### src/rtl/xing_pkg.sv
package xing_pkg;

   typedef enum logic [1:0] {
      PH_HWY_GO    = 2'd0,
      PH_HWY_WARN  = 2'd1,
      PH_FARM_GO   = 2'd2,
      PH_FARM_WARN = 2'd3
   } phase_t;

   localparam int LAMP_W     = 3;
   localparam int LAMP_GREEN = 0;
   localparam int LAMP_AMBER = 1;
   localparam int LAMP_RED   = 2;

   typedef struct packed {
      logic [LAMP_W-1:0] hwy;
      logic [LAMP_W-1:0] farm;
   } lamps_t;

   function automatic logic [LAMP_W-1:0] one_lamp(int idx);
      logic [LAMP_W-1:0] v;
      v = '0;
      v[idx] = 1'b1;
      return v;
   endfunction

   function automatic lamps_t lamps_of(phase_t p);
      lamps_t l;
      case (p)
         PH_HWY_GO:    begin l.hwy = one_lamp(LAMP_GREEN); l.farm = one_lamp(LAMP_RED);   end
         PH_HWY_WARN:  begin l.hwy = one_lamp(LAMP_AMBER); l.farm = one_lamp(LAMP_RED);   end
         PH_FARM_GO:   begin l.hwy = one_lamp(LAMP_RED);   l.farm = one_lamp(LAMP_GREEN); end
         default:      begin l.hwy = one_lamp(LAMP_RED);   l.farm = one_lamp(LAMP_AMBER); end
      endcase
      return l;
   endfunction

endpackage

### src/rtl/xing_interval_timer.sv
module xing_interval_timer #(
   parameter int CNT_W     = 8,
   parameter int SHORT_CYC = 3,
   parameter int LONG_CYC  = 10
) (
   input  logic clk,
   input  logic rst_n,
   input  logic restart,
   output logic short_done,
   output logic long_done
);

   localparam logic [CNT_W-1:0] SHORT_V = CNT_W'(SHORT_CYC);
   localparam logic [CNT_W-1:0] LONG_V  = CNT_W'(LONG_CYC);

   logic [CNT_W-1:0] cnt_q;

   always_ff @(posedge clk or negedge rst_n) begin
      if (!rst_n)               cnt_q <= '0;
      else if (restart)         cnt_q <= '0;
      else if (cnt_q != LONG_V) cnt_q <= cnt_q + 1'b1;
   end

   assign short_done = (cnt_q >= SHORT_V);
   assign long_done  = (cnt_q >= LONG_V);

   AST_RESTART_CLEARS: assert property (@(posedge clk) disable iff (!rst_n)
      restart |=> (cnt_q == '0));
   AST_COUNT_SATURATES: assert property (@(posedge clk) disable iff (!rst_n)
      (long_done && !restart) |=> long_done && $stable(cnt_q));
   AST_SHORT_FIRST: assert property (@(posedge clk) disable iff (!rst_n)
      long_done |-> short_done);

endmodule

### src/rtl/xing_phase_fsm.sv
module xing_phase_fsm
   import xing_pkg::*;
(
   input  logic   clk,
   input  logic   rst_n,
   input  logic   car,
   input  logic   short_done,
   input  logic   long_done,
   output logic   restart,
   output phase_t phase_q,
   output phase_t phase_d
);

   always_comb begin
      phase_d = phase_q;
      case (phase_q)
         PH_HWY_GO:    if (car && long_done)  phase_d = PH_HWY_WARN;
         PH_HWY_WARN:  if (short_done)        phase_d = PH_FARM_GO;
         PH_FARM_GO:   if (!car || long_done) phase_d = PH_FARM_WARN;
         PH_FARM_WARN: if (short_done)        phase_d = PH_HWY_GO;
         default:                             phase_d = PH_HWY_GO;
      endcase
   end

   assign restart = (phase_d != phase_q);

   always_ff @(posedge clk or negedge rst_n) begin
      if (!rst_n) phase_q <= PH_HWY_GO;
      else        phase_q <= phase_d;
   end

   AST_HWY_HOLDS: assert property (@(posedge clk) disable iff (!rst_n)
      (phase_q == PH_HWY_GO && !(car && long_done)) |=> phase_q == PH_HWY_GO);
   AST_HWY_WARN_HOLDS: assert property (@(posedge clk) disable iff (!rst_n)
      (phase_q == PH_HWY_WARN && !short_done) |=> phase_q == PH_HWY_WARN);
   AST_FARM_RELEASE: assert property (@(posedge clk) disable iff (!rst_n)
      (phase_q == PH_FARM_GO && !car) |=> phase_q == PH_FARM_WARN);
   AST_FARM_WARN_NEXT: assert property (@(posedge clk) disable iff (!rst_n)
      (phase_q == PH_FARM_WARN) |=> (phase_q == PH_FARM_WARN || phase_q == PH_HWY_GO));

endmodule

### src/rtl/xing_lamp_drive.sv
module xing_lamp_drive
   import xing_pkg::*;
#(
   parameter bit OUT_REG = 1'b1
) (
   input  logic              clk,
   input  logic              rst_n,
   input  phase_t            phase_q,
   input  phase_t            phase_d,
   output logic [LAMP_W-1:0] hwy_lamp,
   output logic [LAMP_W-1:0] farm_lamp
);

   lamps_t lamps;

   generate
      if (OUT_REG) begin : g_flopped
         lamps_t lamps_q;
         always_ff @(posedge clk or negedge rst_n) begin
            if (!rst_n) lamps_q <= lamps_of(PH_HWY_GO);
            else        lamps_q <= lamps_of(phase_d);
         end
         assign lamps = lamps_q;
      end else begin : g_direct
         assign lamps = lamps_of(phase_q);
      end
   endgenerate

   assign hwy_lamp  = lamps.hwy;
   assign farm_lamp = lamps.farm;

   AST_ONE_LAMP_EACH: assert property (@(posedge clk) disable iff (!rst_n)
      ($countones(hwy_lamp) == 1) && ($countones(farm_lamp) == 1));
   AST_ONE_ROAD_RED: assert property (@(posedge clk) disable iff (!rst_n)
      hwy_lamp[LAMP_RED] || farm_lamp[LAMP_RED]);

endmodule

### src/rtl/crossroad_light_ctrl.sv
module crossroad_light_ctrl
   import xing_pkg::*;
#(
   parameter int CNT_W     = 8,
   parameter int SHORT_CYC = 3,
   parameter int LONG_CYC  = 10,
   parameter bit OUT_REG   = 1'b1
) (
   input  logic              clk,
   input  logic              rst_n,
   input  logic              car_waiting,
   output logic [LAMP_W-1:0] hwy_lamp,
   output logic [LAMP_W-1:0] farm_lamp
);

   localparam longint CNT_MAX = (64'd1 << CNT_W) - 1;

   generate
      if (CNT_W < 2 || CNT_W > 32) begin : g_bad_width
         $error("crossroad_light_ctrl: CNT_W out of range");
      end
      if (SHORT_CYC < 1) begin : g_bad_short
         $error("crossroad_light_ctrl: SHORT_CYC must be at least 1");
      end
      if (LONG_CYC <= SHORT_CYC) begin : g_bad_order
         $error("crossroad_light_ctrl: LONG_CYC must exceed SHORT_CYC");
      end
      if (longint'(LONG_CYC) > CNT_MAX) begin : g_bad_fit
         $error("crossroad_light_ctrl: LONG_CYC does not fit in CNT_W bits");
      end
   endgenerate

   logic   restart;
   logic   short_done;
   logic   long_done;
   phase_t phase_q;
   phase_t phase_d;

   xing_interval_timer #(
      .CNT_W    (CNT_W),
      .SHORT_CYC(SHORT_CYC),
      .LONG_CYC (LONG_CYC)
   ) u_timer (
      .clk       (clk),
      .rst_n     (rst_n),
      .restart   (restart),
      .short_done(short_done),
      .long_done (long_done)
   );

   xing_phase_fsm u_fsm (
      .clk       (clk),
      .rst_n     (rst_n),
      .car       (car_waiting),
      .short_done(short_done),
      .long_done (long_done),
      .restart   (restart),
      .phase_q   (phase_q),
      .phase_d   (phase_d)
   );

   xing_lamp_drive #(
      .OUT_REG(OUT_REG)
   ) u_lamps (
      .clk      (clk),
      .rst_n    (rst_n),
      .phase_q  (phase_q),
      .phase_d  (phase_d),
      .hwy_lamp (hwy_lamp),
      .farm_lamp(farm_lamp)
   );

endmodule

### config.mk
export PLATFORM = sky130hd
export DESIGN_NAME = crossroad_light_ctrl
export DESIGN_NICKNAME = d
export VERILOG_FILES = /design/src/rtl/xing_pkg.sv /design/src/rtl/xing_interval_timer.sv /design/src/rtl/xing_phase_fsm.sv /design/src/rtl/xing_lamp_drive.sv /design/src/rtl/crossroad_light_ctrl.sv
export SDC_FILE = /design/constraint.sdc
export NUM_CORES = 1
export LEC_CHECK = 0
export ABC_AREA = 1
export BUFFER_PORTS_ARGS = -buffer_cell sky130_fd_sc_hd__buf_4
export CORE_MARGIN = 2
export CORE_UTILIZATION = 35
export CTS_BUF_LIST = sky130_fd_sc_hd__clkbuf_16
export DETAILED_ROUTE_END_ITERATION = 10
export SLEW_MARGIN = 15
export SYNTH_ARGS = -nofsm -noshare
export SYNTH_HDL_FRONTEND = slang
export SYNTH_HIERARCHICAL = 1
export SYNTH_SLANG_ARGS = --single-unit
### constraint.sdc
create_clock -name clk -period 1.7 [get_ports clk]
set_input_delay 0.085 -clock clk [delete_from_list [all_inputs] [get_ports clk]]
set_output_delay 0.085 -clock clk [all_outputs]
set_load 0.01 [all_outputs]
==> results_dict.tcl <==
set metrics [dict create \
    max_freq_ghz 0.613 \
    p_total_mw 1.92 \
    netlist_area_before_placement_um2 747 \
    seq_area_frac_synth_pct 53.9 \
    final.setup_skew_ns 0.00253 \
    tns_ns 0 \
    dpl_cell_area_um2 890 \
    final-setup-viol-count 0 \
    numCtsBuffers 3 \
    wl_mm 1.51 \
    top_level_ports 9 \
    multiInputGateArea_um2 324 \
    startpoint_type "register" \
    post_synthesis_net_count 96 \
    relSlewSlack_pct 84.8 \
    worst_ir_drop_vdd_v 0.00125 \
    seq_area_um2 403 \
    numPortBuffers 8 \
    cp_data_required_time_ns 1.83 \
    vias 638 \
    final.fill_count 174 \
    post_route_cells_drive_above_1_share_pct 34.2 \
    fp.coreArea_um2 1980 \
    num_rows 16 \
    data_arrival_at_the_endpoint_of_the_critical_path_ns 1.76 \
    final_hold_viol_count 0 \
    worst-r2r-cell-count 12 \
    final_cycle_share_pct 95.9 \
    power.static_leakage_nw 0.537 \
    final_area_um2 1040 \
    fin_worst_hold_slack_ns 0.240 \
    clk_latency_ns 0.24 \
    grt-ovfl-total 0 \
    route.detailed.vias_per_inst 4.62 \
    clkSinkCount 16 \
    first_pass_grt_wire_length_mm 2.45 \
    final_core_util_pct 52.3 \
    dp_hpwl_mm 1.01 \
    antenna_violations_before_repair 0 \
    clock_tree_from_tritoncts "done" \
    die-area_um2 2520 \
    reg2reg_from "u_timer/cnt_q[0]$_DFFE_PN0P_" \
    slew_viol_final 0 \
    h_tree_levels 1 \
    drtIter0Drc 8 \
    fp.dieW_um 50.2 \
    finalWeightedCongestion 0.813 \
    timing.setup.critical_path_class "register to register" \
    clk_root_buffer_cell "sky130_fd_sc_hd__clkbuf_16" \
    synth.ff_latch_count 16 \
    finalCriticalPeriod_ns 1.63 \
    cts-root-to-sink-buffers 2 \
    grt_max_degree 17 \
    outcome "completed" \
    post_drt_wl_per_cell_um 10.9 \
    timing.critical_path.from "u_timer/cnt_q[0]$_DFFE_PN0P_" \
    nNetsFinal 118 \
    yosysWarningCount 6 \
    timing.max_cap.violations 0 \
    hold_path_class "primary input to asynchronous set/reset pin" \
    drt_pre_antenna_iters 4 \
    initial_core_util_pct 37.7 \
    post_synth_num_cell_types 17 \
    number_of_design_rule_violations_left_after_detail_routing 0 \
    area_delta_synth_final_pct 38.7 \
    power_density_nw_per_um2 1850 \
    die_height_um 50.2 \
    globalRouteTotalUtil_pct 13.1 \
    worst-path-max-fanout 4 \
    syn-mean-instance-area_um2 8.21 \
    clkSlewWorstSetupHoldPaths_ns 0.05 \
    rrSetupSlack_ns 0.07 \
    timing.rr.end "u_timer/cnt_q[1]$_DFFE_PN0P_" \
    route.antenna.remaining_nets 0 \
    tightest_slew_ns 0.226 \
    grt_pass1_vias 586 \
    antenna_cells 0 \
    synth_cells 91 \
    timing.critical_path.to_type "register" \
]
## worst max-delay path, cell delays in order, from the launching register on
cell,delay [ns]
sky130_fd_sc_hd__dfrtp_1,0.38
sky130_fd_sc_hd__buf_6,0.13
sky130_fd_sc_hd__inv_1,0.05
sky130_fd_sc_hd__ha_2,0.16
sky130_fd_sc_hd__nand3_2,0.09
sky130_fd_sc_hd__nand3_2,0.09
sky130_fd_sc_hd__inv_1,0.04
sky130_fd_sc_hd__nand2_1,0.06
sky130_fd_sc_hd__nand3_2,0.10
sky130_fd_sc_hd__nand2_4,0.12
sky130_fd_sc_hd__clkinvlp_4,0.14
sky130_fd_sc_hd__nand3_2,0.10
sky130_fd_sc_hd__nand2_1,0.05
## registers in the layout (all words and copies together), names as in the netlist
signal	flops
u_lamps/farm_lamp	3
u_fsm/phase_q	2
u_lamps/hwy_lamp	3
u_timer/cnt_q	8
## synth_stat cells, drive strengths merged
cell    instances  area, um^2
xor2            1        8.76
dfstp           2        52.6
o21ai           2        10.0
a21oi           5        25.0
ha              2        25.0
inv            14        52.6
clkbuf          1        3.75
nand2          21        78.8
clkinv          1        3.75
nor2           15        63.8
dfrtp          14         350
nand3          11        60.1
or2             2        12.5
## per-stage QoR
stage                     worst slack (ns)  std cells
after floorplan                     0.0283         91
after global placement             -0.0284        132
after detailed placement           -0.0349        132
after CTS                           0.0303        136
after global routing               -0.0433        138
final                               0.0697        138
## per-layer routing
metal / track usage (%) / share of wire [%] / vias up
met5: 0 / 0 / -
met1: 16.3 / 45 / 304
li1: - / - / 320
met2: 20.6 / 50 / 14
met4: 5.56 / 0 / 0
met3: 4.46 / 4.6 / 0
## power by group
group          switching, mW  internal (mW)  total, mW
Combinational          0.496          0.386      0.881
Clock                  0.133          0.308      0.440
Sequential            0.0608          0.534      0.594
## placed cells by master, fill, tap and decap left out
cell type / netlist / final
sky130_fd_sc_hd__nor2_1: 12 / 12
sky130_fd_sc_hd__dfstp_2: 2 / 2
sky130_fd_sc_hd__nand2_4: 0 / 1
sky130_fd_sc_hd__nand3_1: 10 / 6
sky130_fd_sc_hd__or2_0: 1 / 1
sky130_fd_sc_hd__nand2_2: 0 / 2
sky130_fd_sc_hd__inv_4: 0 / 1
sky130_fd_sc_hd__a21oi_1: 5 / 5
sky130_fd_sc_hd__xor2_1: 1 / 1
sky130_fd_sc_hd__clkinvlp_4: 0 / 1
sky130_fd_sc_hd__dlygate4sd3_1: 0 / 1
sky130_fd_sc_hd__buf_4: 0 / 15
sky130_fd_sc_hd__buf_6: 0 / 1
sky130_fd_sc_hd__or2_4: 0 / 1
sky130_fd_sc_hd__o21ai_0: 2 / 2
sky130_fd_sc_hd__inv_1: 13 / 13
sky130_fd_sc_hd__nor2_2: 3 / 3
sky130_fd_sc_hd__nand3_2: 1 / 5
sky130_fd_sc_hd__dfrtp_1: 14 / 14
sky130_fd_sc_hd__ha_2: 0 / 2
sky130_fd_sc_hd__clkbuf_16: 0 / 3
sky130_fd_sc_hd__nand2_1: 21 / 18
sky130_fd_sc_hd__inv_2: 1 / 1
## timing repair
item	in CTS	in global routing
setup endpoints to repair	8	11
cloned	0	1
resized for setup	1	13
setup buffers	0	1
hold buffers	1	0
pin swaps	0	9
hold endpoints to repair	16	0
## cell type report
cell class                      count  area share, %
Sequential cell                    16           38.9
Multi-Input combinational cell     59           31.3
Timing Repair Buffer               17           12.9
Clock buffer                        3           7.25
Inverter                           15           5.68
Tap cell                           27           3.26
Timing Repair inverter              1          0.725
## cell families after synthesis
logic type / count (synthesis) / synth area share [%]
buffers and inverters: 16 / 8.04
DFF: 16 / 53.9
AOI/OAI and AO/OA: 7 / 4.69
and+or+nand+nor: 49 / 28.8
xor gates and xnor gates: 1 / 1.17
adders and majority gates: 2 / 3.35
## worst max path at each step
stage	to	cells past startpoint
floorplan	u_lamps/hwy_lamp[1]$_DFF_PN0_	7
global placement	u_timer/cnt_q[2]$_DFFE_PN0P_	12
detailed placement	u_timer/cnt_q[1]$_DFFE_PN0P_	12
CTS	u_timer/cnt_q[1]$_DFFE_PN0P_	10
global route	u_timer/cnt_q[0]$_DFFE_PN0P_	12
finish	u_timer/cnt_q[1]$_DFFE_PN0P_	12
No activity file was read; power rests on OpenSTA's default activity.
